==> src/rtl/txbd_pkg.sv <==
package txbd_pkg;
  localparam int WORD_W     = 32;
  localparam int DESC_BYTES = 8;

  // status half-word flag positions
  localparam int RDY_BIT  = 15;
  localparam int WRAP_BIT = 13;
  localparam int INT_BIT  = 12;
  localparam int LAST_BIT = 11;
  localparam int CRC_BIT  = 10;

  localparam logic [1:0] REG_BASE = 2'd0;
  localparam logic [1:0] REG_CTRL = 2'd1;
  localparam logic [1:0] REG_STAT = 2'd2;

  typedef enum logic [2:0] {
    S_IDLE, S_DESC, S_PTR, S_RD, S_TX, S_WB, S_HALT, S_STOP
  } state_e;
endpackage

==> src/rtl/txbd_byte_sel.sv <==
module txbd_byte_sel #(
  parameter int DW = 32,
  localparam int NL = DW / 8,
  localparam int LW = $clog2(NL)
) (
  input  logic [DW-1:0] word_i,
  input  logic [LW-1:0] lane_i,
  output logic [7:0]    byte_o
);
  logic [7:0] lanes [NL];

  // lowest address in the most significant byte
  for (genvar g = 0; g < NL; g++) begin : g_lane
    assign lanes[g] = word_i[DW-1-8*g -: 8];
  end

  assign byte_o = lanes[lane_i];
endmodule

==> src/rtl/txbd_regs.sv <==
module txbd_regs
  import txbd_pkg::*;
#(
  parameter int AW = 32
) (
  input  logic          clk_i,
  input  logic          rst_ni,
  input  logic          we_i,
  input  logic [1:0]    addr_i,
  input  logic [31:0]   wdata_i,
  output logic [31:0]   rdata_o,
  input  logic          halt_set_i,
  input  logic          stop_set_i,
  input  logic          frame_set_i,
  output logic [AW-1:0] base_o,
  output logic          en_o,
  output logic          gstop_o,
  output logic          halted_o
);
  logic [AW-1:0] base_q;
  logic en_q, gstop_q, halted_q, stop_evt_q, frame_evt_q;
  logic stat_wr;

  assign stat_wr = we_i && (addr_i == REG_STAT);

  always_ff @(posedge clk_i or negedge rst_ni) begin
    if (!rst_ni) begin
      base_q      <= '0;
      en_q        <= 1'b0;
      gstop_q     <= 1'b0;
      halted_q    <= 1'b1;
      stop_evt_q  <= 1'b0;
      frame_evt_q <= 1'b0;
    end else begin
      if (we_i && addr_i == REG_BASE) base_q <= {wdata_i[AW-1:3], 3'b000};
      if (we_i && addr_i == REG_CTRL) begin
        en_q    <= wdata_i[0];
        gstop_q <= wdata_i[1];
      end
      // hardware set wins over a same-cycle clear
      if (halt_set_i)                   halted_q <= 1'b1;
      else if (stat_wr && wdata_i[0])   halted_q <= 1'b0;
      if (stop_set_i)                   stop_evt_q <= 1'b1;
      else if (stat_wr && wdata_i[1])   stop_evt_q <= 1'b0;
      if (frame_set_i)                  frame_evt_q <= 1'b1;
      else if (stat_wr && wdata_i[2])   frame_evt_q <= 1'b0;
    end
  end

  always_comb begin
    case (addr_i)
      REG_BASE: rdata_o = 32'(base_q);
      REG_CTRL: rdata_o = {30'b0, gstop_q, en_q};
      REG_STAT: rdata_o = {29'b0, frame_evt_q, stop_evt_q, halted_q};
      default:  rdata_o = '0;
    endcase
  end

  assign base_o   = base_q;
  assign en_o     = en_q;
  assign gstop_o  = gstop_q;
  assign halted_o = halted_q;
endmodule

==> src/rtl/txbd_fsm.sv <==
module txbd_fsm
  import txbd_pkg::*;
#(
  parameter int AW = 32
) (
  input  logic              clk_i,
  input  logic              rst_ni,
  input  logic [AW-1:0]     base_i,
  input  logic              en_i,
  input  logic              gstop_i,
  input  logic              halted_i,
  output logic              halt_set_o,
  output logic              stop_set_o,
  output logic              frame_set_o,
  output logic              mem_req_o,
  output logic              mem_we_o,
  output logic [AW-1:0]     mem_addr_o,
  output logic [WORD_W-1:0] mem_wdata_o,
  input  logic              mem_rvalid_i,
  input  logic [WORD_W-1:0] mem_rdata_i,
  output logic              tx_valid_o,
  input  logic              tx_ready_i,
  output logic [WORD_W-1:0] word_o,
  output logic [1:0]        lane_o,
  output logic              tx_last_o,
  output logic              tx_crc_o
);
  state_e state_q, state_d, nxt_closed, nxt_open;
  logic [AW-1:0] cur_q, ptr_q, byte_addr;
  logic [15:0]   stat_q, len_q, cnt_q;
  logic [WORD_W-1:0] word_q;
  logic in_frame_q, last_byte;
  logic [15:0] rd_stat;

  assign rd_stat   = mem_rdata_i[31:16];
  assign byte_addr = ptr_q + AW'(cnt_q);
  assign last_byte = (cnt_q == len_q - 16'd1);

  // decision taken at a descriptor boundary
  always_comb begin
    if (!en_i)        nxt_closed = S_IDLE;
    else if (gstop_i) nxt_closed = S_STOP;
    else if (halted_i) nxt_closed = S_HALT;
    else              nxt_closed = S_DESC;
    if (!en_i)        nxt_open = S_IDLE;
    else if (halted_i) nxt_open = S_HALT;
    else              nxt_open = S_DESC;
  end

  always_comb begin
    state_d = state_q;
    case (state_q)
      S_IDLE: if (en_i) state_d = nxt_closed;
      S_DESC: if (mem_rvalid_i) state_d = rd_stat[RDY_BIT] ? S_PTR : S_HALT;
      S_PTR:  if (mem_rvalid_i) state_d = (len_q == 16'd0) ? S_WB : S_RD;
      S_RD:   if (mem_rvalid_i) state_d = S_TX;
      S_TX: begin
        if (tx_ready_i) begin
          if (last_byte)                  state_d = S_WB;
          else if (byte_addr[1:0] == 2'd3) state_d = S_RD;
        end
      end
      S_WB:   if (mem_rvalid_i) state_d = stat_q[LAST_BIT] ? nxt_closed : nxt_open;
      S_HALT: begin
        if (!en_i)                         state_d = S_IDLE;
        else if (gstop_i && !in_frame_q)   state_d = S_STOP;
        else if (!halted_i)                state_d = S_DESC;
      end
      S_STOP: if (!gstop_i || !en_i) state_d = nxt_closed;
      default: state_d = S_IDLE;
    endcase
  end

  always_ff @(posedge clk_i or negedge rst_ni) begin
    if (!rst_ni) begin
      state_q    <= S_IDLE;
      cur_q      <= '0;
      ptr_q      <= '0;
      stat_q     <= '0;
      len_q      <= '0;
      cnt_q      <= '0;
      word_q     <= '0;
      in_frame_q <= 1'b0;
    end else begin
      state_q <= state_d;
      case (state_q)
        S_IDLE: begin
          cur_q      <= base_i;
          in_frame_q <= 1'b0;
        end
        S_DESC: if (mem_rvalid_i) begin
          stat_q <= rd_stat;
          len_q  <= mem_rdata_i[15:0];
        end
        S_PTR: if (mem_rvalid_i) begin
          ptr_q <= mem_rdata_i[AW-1:0];
          cnt_q <= '0;
        end
        S_RD: if (mem_rvalid_i) word_q <= mem_rdata_i;
        S_TX: if (tx_ready_i) cnt_q <= cnt_q + 16'd1;
        S_WB: if (mem_rvalid_i) begin
          cur_q      <= stat_q[WRAP_BIT] ? base_i : cur_q + AW'(DESC_BYTES);
          in_frame_q <= !stat_q[LAST_BIT];
        end
        default: ;
      endcase
    end
  end

  always_comb begin
    mem_req_o  = 1'b0;
    mem_we_o   = 1'b0;
    mem_addr_o = cur_q;
    case (state_q)
      S_DESC: mem_req_o = 1'b1;
      S_PTR: begin
        mem_req_o  = 1'b1;
        mem_addr_o = cur_q + AW'(4);
      end
      S_RD: begin
        mem_req_o  = 1'b1;
        mem_addr_o = {byte_addr[AW-1:2], 2'b00};
      end
      S_WB: begin
        mem_req_o = 1'b1;
        mem_we_o  = 1'b1;
      end
      default: ;
    endcase
  end

  assign mem_wdata_o = {stat_q & ~(16'h1 << RDY_BIT), len_q};
  assign tx_valid_o  = (state_q == S_TX);
  assign tx_last_o   = tx_valid_o && last_byte && stat_q[LAST_BIT];
  assign tx_crc_o    = tx_valid_o && stat_q[CRC_BIT];
  assign word_o      = word_q;
  assign lane_o      = byte_addr[1:0];

  assign halt_set_o  = (state_q == S_DESC) && mem_rvalid_i && !rd_stat[RDY_BIT];
  assign frame_set_o = (state_q == S_WB) && mem_rvalid_i && stat_q[INT_BIT];
  assign stop_set_o  = (state_d == S_STOP) && (state_q != S_STOP);
endmodule

==> src/rtl/txbd_engine.sv <==
module txbd_engine
  import txbd_pkg::*;
#(
  parameter int AW = 32
) (
  input  logic          clk_i,
  input  logic          rst_ni,
  input  logic          reg_we_i,
  input  logic [1:0]    reg_addr_i,
  input  logic [31:0]   reg_wdata_i,
  output logic [31:0]   reg_rdata_o,
  output logic          mem_req_o,
  output logic          mem_we_o,
  output logic [AW-1:0] mem_addr_o,
  output logic [31:0]   mem_wdata_o,
  input  logic          mem_rvalid_i,
  input  logic [31:0]   mem_rdata_i,
  output logic          tx_valid_o,
  input  logic          tx_ready_i,
  output logic [7:0]    tx_data_o,
  output logic          tx_last_o,
  output logic          tx_crc_o
);
  logic [AW-1:0] base_w;
  logic en_w, gstop_w, halted_w;
  logic halt_set_w, stop_set_w, frame_set_w;
  logic [WORD_W-1:0] word_w;
  logic [1:0] lane_w;

  txbd_regs #(.AW(AW)) u_regs (
    .clk_i, .rst_ni,
    .we_i(reg_we_i), .addr_i(reg_addr_i), .wdata_i(reg_wdata_i), .rdata_o(reg_rdata_o),
    .halt_set_i(halt_set_w), .stop_set_i(stop_set_w), .frame_set_i(frame_set_w),
    .base_o(base_w), .en_o(en_w), .gstop_o(gstop_w), .halted_o(halted_w)
  );

  txbd_fsm #(.AW(AW)) u_fsm (
    .clk_i, .rst_ni,
    .base_i(base_w), .en_i(en_w), .gstop_i(gstop_w), .halted_i(halted_w),
    .halt_set_o(halt_set_w), .stop_set_o(stop_set_w), .frame_set_o(frame_set_w),
    .mem_req_o, .mem_we_o, .mem_addr_o, .mem_wdata_o, .mem_rvalid_i, .mem_rdata_i,
    .tx_valid_o, .tx_ready_i, .word_o(word_w), .lane_o(lane_w),
    .tx_last_o, .tx_crc_o
  );

  txbd_byte_sel #(.DW(WORD_W)) u_sel (
    .word_i(word_w), .lane_i(lane_w), .byte_o(tx_data_o)
  );
endmodule

==> config.mk <==
export PLATFORM = sky130hd
export DESIGN_NAME = txbd_engine
export DESIGN_NICKNAME = d
export VERILOG_FILES = /design/src/rtl/txbd_pkg.sv /design/src/rtl/txbd_byte_sel.sv /design/src/rtl/txbd_regs.sv /design/src/rtl/txbd_fsm.sv /design/src/rtl/txbd_engine.sv
export SDC_FILE = /design/constraint.sdc
export NUM_CORES = 1
export LEC_CHECK = 0
export BUFFER_PORTS_ARGS = -buffer_cell sky130_fd_sc_hd__buf_2
export CELL_PAD_IN_SITES_DETAIL_PLACEMENT = 0
export CELL_PAD_IN_SITES_GLOBAL_PLACEMENT = 1
export CORE_MARGIN = 2
export CORE_UTILIZATION = 47
export DETAILED_ROUTE_END_ITERATION = 8
export GPL_ROUTABILITY_DRIVEN = 0
export GPL_TIMING_DRIVEN = 1
export PLACE_DENSITY_LB_ADDON = 0.1
export SLEW_MARGIN = 20
export SYNTH_ARGS = -nofsm -noshare
export SYNTH_HDL_FRONTEND = slang
export SYNTH_SLANG_ARGS = --single-unit
==> constraint.sdc <==
create_clock -name clk_i -period 7.5 [get_ports clk_i]
set_input_delay 1.125 -clock clk_i [delete_from_list [all_inputs] [get_ports clk_i]]
set_output_delay 1.125 -clock clk_i [all_outputs]
set_load 0.05 [all_outputs]
; Yosys cells after proc, flatten, opt, wreduce, memory -nomap -nowiden
; Index checks and enable logic that the tools add are counted.
[classes]
addsub = 5
order_cmp = 1
mux = 41
bitwise_logic = 1
reduce_logical = 35
eq_ne = 16
[op_table]
columns = operator, count
row1 = 32-bit one-hot mux with 2 select lines, 2
row2 = 32-bit one-hot mux with 3 select lines, 1
row3 = 32-bit two-way mux, 2
row4 = 3-bit two-way mux, 19
row5 = 32-bit by 16-bit adder with 32-bit output, 1
row6 = "32-bit by 3-bit adder with 32-bit output, second input constant", 1
row7 = "32-bit by 4-bit adder with 32-bit output, second input constant", 1
row8 = 16-bit two-way mux, 2
row9 = 16-bit one-hot mux with 2 select lines, 1
row10 = 3-bit one-hot mux with 8 select lines, 1
row11 = "16-bit by 1-bit adder with 16-bit output, second input constant", 1
row12 = 8-bit binary-select mux with 2-bit select, 1
row13 = 16-bit == test, 1
row14 = 16-bit logical NOT, 1
row15 = 8-bit two-way mux, 2
row16 = "16-bit by 1-bit subtractor with 16-bit output, second input constant", 1
row17 = "3-bit == test, second input constant", 5
row18 = 1-bit logical AND, 15
row19 = 2-bit nonzero test, 5
row20 = 1-bit two-way mux, 9
row21 = 2-bit AND reduction, 4
row22 = "3-bit by 2-bit == test with 1-bit output, second input constant", 2
row23 = "2-bit inequality test, second input constant", 3
row24 = 1-bit logical NOT, 5
row25 = other kinds (12), 13
[word_totals]
in_bits = 71
ff_bits = 181
output_inout_bits = 109
wordCells = 113

; Logic depth before layout (Yosys ltp)
[depth]
word_depth = 9
mapped_depth = 11
mapped_depth_nobuf = 10

; By module
; Synthesis repeated with hierarchy kept, for this count alone.
[unflattened]
cells_unflattened = 1122
area_unflattened_um2 = 10861.7
[by_module_without_submodules]
columns = mod, area_per_inst_um2, seq_area_each_um2, cells_per_inst, n_inst
row1 = txbd_fsm, 9059.9, 3678.5, 991, 1
row2 = txbd_regs, 1605.3, 852.1, 121, 1
row3 = txbd_byte_sel, 196.4, 0.0, 10, 1

; Least setup slack after synthesis
; No wires, ideal clock.
[synth_path]
kind = flip-flop to output port
from = register u_fsm.cnt_q[0]
to = output mem_addr_o[22]
path_slack_ns = 2.861
n_path_buf = 0
t_required_ns = 6.375
arrival_time_ns = 3.514
stages_incl_launch_ff = 11
cell_sequence = dfrtp_1 ha_1 fa_1 a211oi_1 nor2_1 o21ai_0 o311a_1 o31ai_2 nand3_1 xor2_1 o21ai_0
[synth_between]
elab_chain_len = 2
[synth_rtl]
columns = item, line
row1 = "start, declared", txbd_fsm.sv:30  ; logic [15:0] stat_q, len_q, cnt_q;
row2 = "start signal, assigned", txbd_fsm.sv:100  ; S_TX: if (tx_ready_i) cnt_q <= cnt_q + 16'd1;
row3 = 32-bit by 16-bit adder with 32-bit output, txbd_fsm.sv:36  ; assign byte_addr = ptr_q + AW'(cnt_q);
row4 = 32-bit one-hot mux with 2 select lines, txbd_fsm.sv:114  ; case (state_q)
row5 = "end, declared", txbd_engine.sv:14  ; output logic [AW-1:0] mem_addr_o,
; Every way passes these cells.

; Worst setup path in the final report
[layout_path]
from = register u_fsm.cnt_q[0]
to = output mem_addr_o[28]
; The elaborated chain is that of the path after synthesis.

==> metrics.cfg <==
[outcome]
outcome = finished clean

[setup_path]
end_kind = primary output
r2r-start = u_fsm.len_q[0]
crit_required_ns = 6.38
reg2reg_slack_ns = 4.28
cp-startpoint = u_fsm.cnt_q[0]
critPathKind = reg2out
setup.worst_path.start_class = flop
crit_path_max_fanout = 8
crit_arrival_ns = 3.90

[clock_tree]
cts-root-buf = clkbuf_16
cts_hold_buf = 0
post_cts_buffers = 0
post_cts_resized = 0
clkSlewWorstSetupHoldPaths_ns = 0.09
htreeDepth = 4
cts_made_buffers = 17
cts.sinks = 178
clk_latency_ns = 0.44
clock_path_buffers = 2
cts_tree = yes

[detailed_routing]
drt-total-wl_mm = 26.2
vias = 7956
route.detailed.drc = 0
ant_nets = 0
via_per_inst = 5.56
dr.pass1.iters = 5
wl_per_cell_um = 18.3
drtIter0Drc = 461

[synth]
synthDistinctLibCells = 70
synth-seq-cells = 178
ys.flop_type = dfrtp_1
ys_async_sr_fraction = 1.00
netlist_instances = 994
synthesis.area_um2 = 10000
avgSynthCellArea_um2 = 10.1
yosysWarningCount = 0
synth_edf_count = 0
ys_seq_area_frac = 0.444

[job]
drv_cap = 0

[floorplanning]
num_io_pins = 180
die_y_um = 150
die_area_um2 = 22500
dieWidth_um = 150
floorplan.rows = 53
start_util = 0.479
coreArea_um2 = 21000

[layout]
final_nets = 1235
drive_gt1_frac = 0.317
fin_cells = 1432
num_antenna_cells = 0
area_growth_pct = 17.6
fin_area_um2 = 11800
num-fill-cells = 1941

[grt]
antenna_found_initial = 0
grt_start_max_net_pins = 98
grt.total_usage = 0.237
first_global_vias = 7227
grt_pass1_wl_mm = 40.7
overflow = 0

[sta]
finalSetupViolations = 0
rsz0062_at_grt = false
min_period_over_period = 0.670
layout_min_cycle_time_ns = 5.03
whs_ns = 0.505
slew-limit-headroom = 0.373
fin_tns_setup_ns = 0
fmax_mhz = 199
slew_viol_final = 0
worst-slew-pin-transition_ns = 0.941
hold_violations = 0
setup_ws_ns = 2.47
skew_ns = 0.0137

[power_and_ir_drop]
max-vdd-ir-drop_mv = 0.440
leakage_nw = 5.27
p_per_area_nw_per_um2 = 490

[placed_design]
hpwl_mm = 19.1
dpl.cell_count = 1400
pre_cts_slack_ns = 2.94
port-buffer-count = 176
placed_cell_area_um2 = 11100

[worst_hold_path]
min_from = u_fsm.stat_q[9]
worstHoldPathType = reg2reg

[state kept, by name, summed over array words and instances (netlist names)]
signal,count
u_fsm.cnt_q,16
u_fsm.cur_q,29
u_fsm.in_frame_q,1
u_fsm.len_q,16
u_fsm.ptr_q,32
u_fsm.stat_q,15
u_fsm.state_q,3
u_fsm.word_o,32
u_regs.base_o,29
u_regs.en_o,1
u_regs.frame_evt_q,1
u_regs.gstop_o,1
u_regs.halted_o,1
u_regs.stop_evt_q,1
[placed cells by master, fill, tap and decap left out, types with 5 or more instances in the layout]
cell type / n
nor2_1: 53
ha_1: 19
a32oi_1: 5
nand2_1: 92
nand2b_1: 8
a21o_1: 10
xnor2_1: 22
mux2_2: 125
and3_1: 13
o21ai_0: 71
a21oi_1: 71
clkbuf_16: 17
dfrtp_1: 177
inv_1: 15
nor3_1: 14
and2_1: 35
clkinv_8: 8
xor2_1: 38
nand4_1: 10
buf_2: 175
mux4_2: 8
nand3_1: 40
nor2b_1: 7
or3_1: 12
o22ai_1: 15
buf_4: 8
[metrics by stage]
stage	utilization	total power, mW
finish	0.563	5.78
global route	0.563	6.11
CTS	0.562	5.82
detailed placement	0.531	4.84
global placement	0.531	4.82
floorplan	-	4.07
[cells in the mapped netlist (4+ instances only)]
library cell / number / area [um2]
o21ai_0: 71 / 355
and4_1: 4 / 35.0
a211oi_1: 4 / 30.0
o211ai_1: 4 / 30.0
inv_1: 15 / 56.3
nor3_1: 15 / 75.1
a32oi_1: 5 / 43.8
a21o_1: 10 / 75.1
nand3_1: 40 / 200
o22ai_1: 15 / 93.8
and3_1: 13 / 81.3
xnor2_1: 22 / 193
xor2_1: 38 / 333
nand2b_1: 8 / 50.1
nor2_1: 55 / 206
o31ai_1: 4 / 30.0
and2_1: 35 / 219
ha_1: 19 / 238
nor2b_1: 7 / 43.8
clkbuf_1: 43 / 161
buf_1: 7 / 26.3
nand4_1: 10 / 62.6
mux4_2: 8 / 180
mux2_2: 125 / 1410
dfrtp_1: 177 / 4430
a21oi_1: 72 / 360
nand2_1: 92 / 345
or3_1: 12 / 75.1
[worst max-delay path: stages (launching register included)]
cell and delay (ns):
dfrtp_1 0.47, ha_1 0.25, fa_1 0.24, a211oi_1 0.09, nor2_1 0.22, o21ai_0 0.25
o311a_1 0.42, o31ai_2 0.63, nand3_1 0.17, xor2_1 0.17, o21ai_0 0.23, buf_2 0.31
[final cells by class]
cell class	count	area [um2]	area share
inverter	15	56.3	0.00478
clock buffer	17	425	0.0361
clock inverter	15	233	0.0197
multi-input combinational	747	5320	0.451
tap	275	344	0.0292
sequential	178	4460	0.378
timing repair buffer	185	958	0.0813
[cells by family after synthesis]
logic type      after synthesis  synth area share
simple gates                313             0.159
mux                         133             0.158
xor+xnor                     60            0.0524
other cells                   1          0.000374
flops                       178             0.444
compound gates              218             0.131
buf+inv                      71            0.0287
fa+ha+maj                    20            0.0257
[layer usage]
layer  wire [um]  share of wire  global-route usage
met5           0              0                   0
met4         662          0.025              0.0802
met3         990          0.038              0.0348
met2       11500           0.44               0.352
met1       13000           0.50               0.354
[report_power, final]
part / internal [mW] / switching (mW)
registers: 1.36 / 0.465
clock network: 0.494 / 0.462
logic: 1.00 / 2.00
[final timing paths]
check                      cells after the start            endpoint
max                                           11      mem_addr_o[28]
min                                            1     u_fsm.stat_q[9]
max reg2reg                                   10   u_regs.stop_evt_q
min reg2reg                                    1     u_fsm.stat_q[9]
max in group asynchronous                      2     u_fsm.ptr_q[25]
min in group asynchronous                      1  u_regs.frame_evt_q
Note: power is estimated with default switching activity, not from simulation.
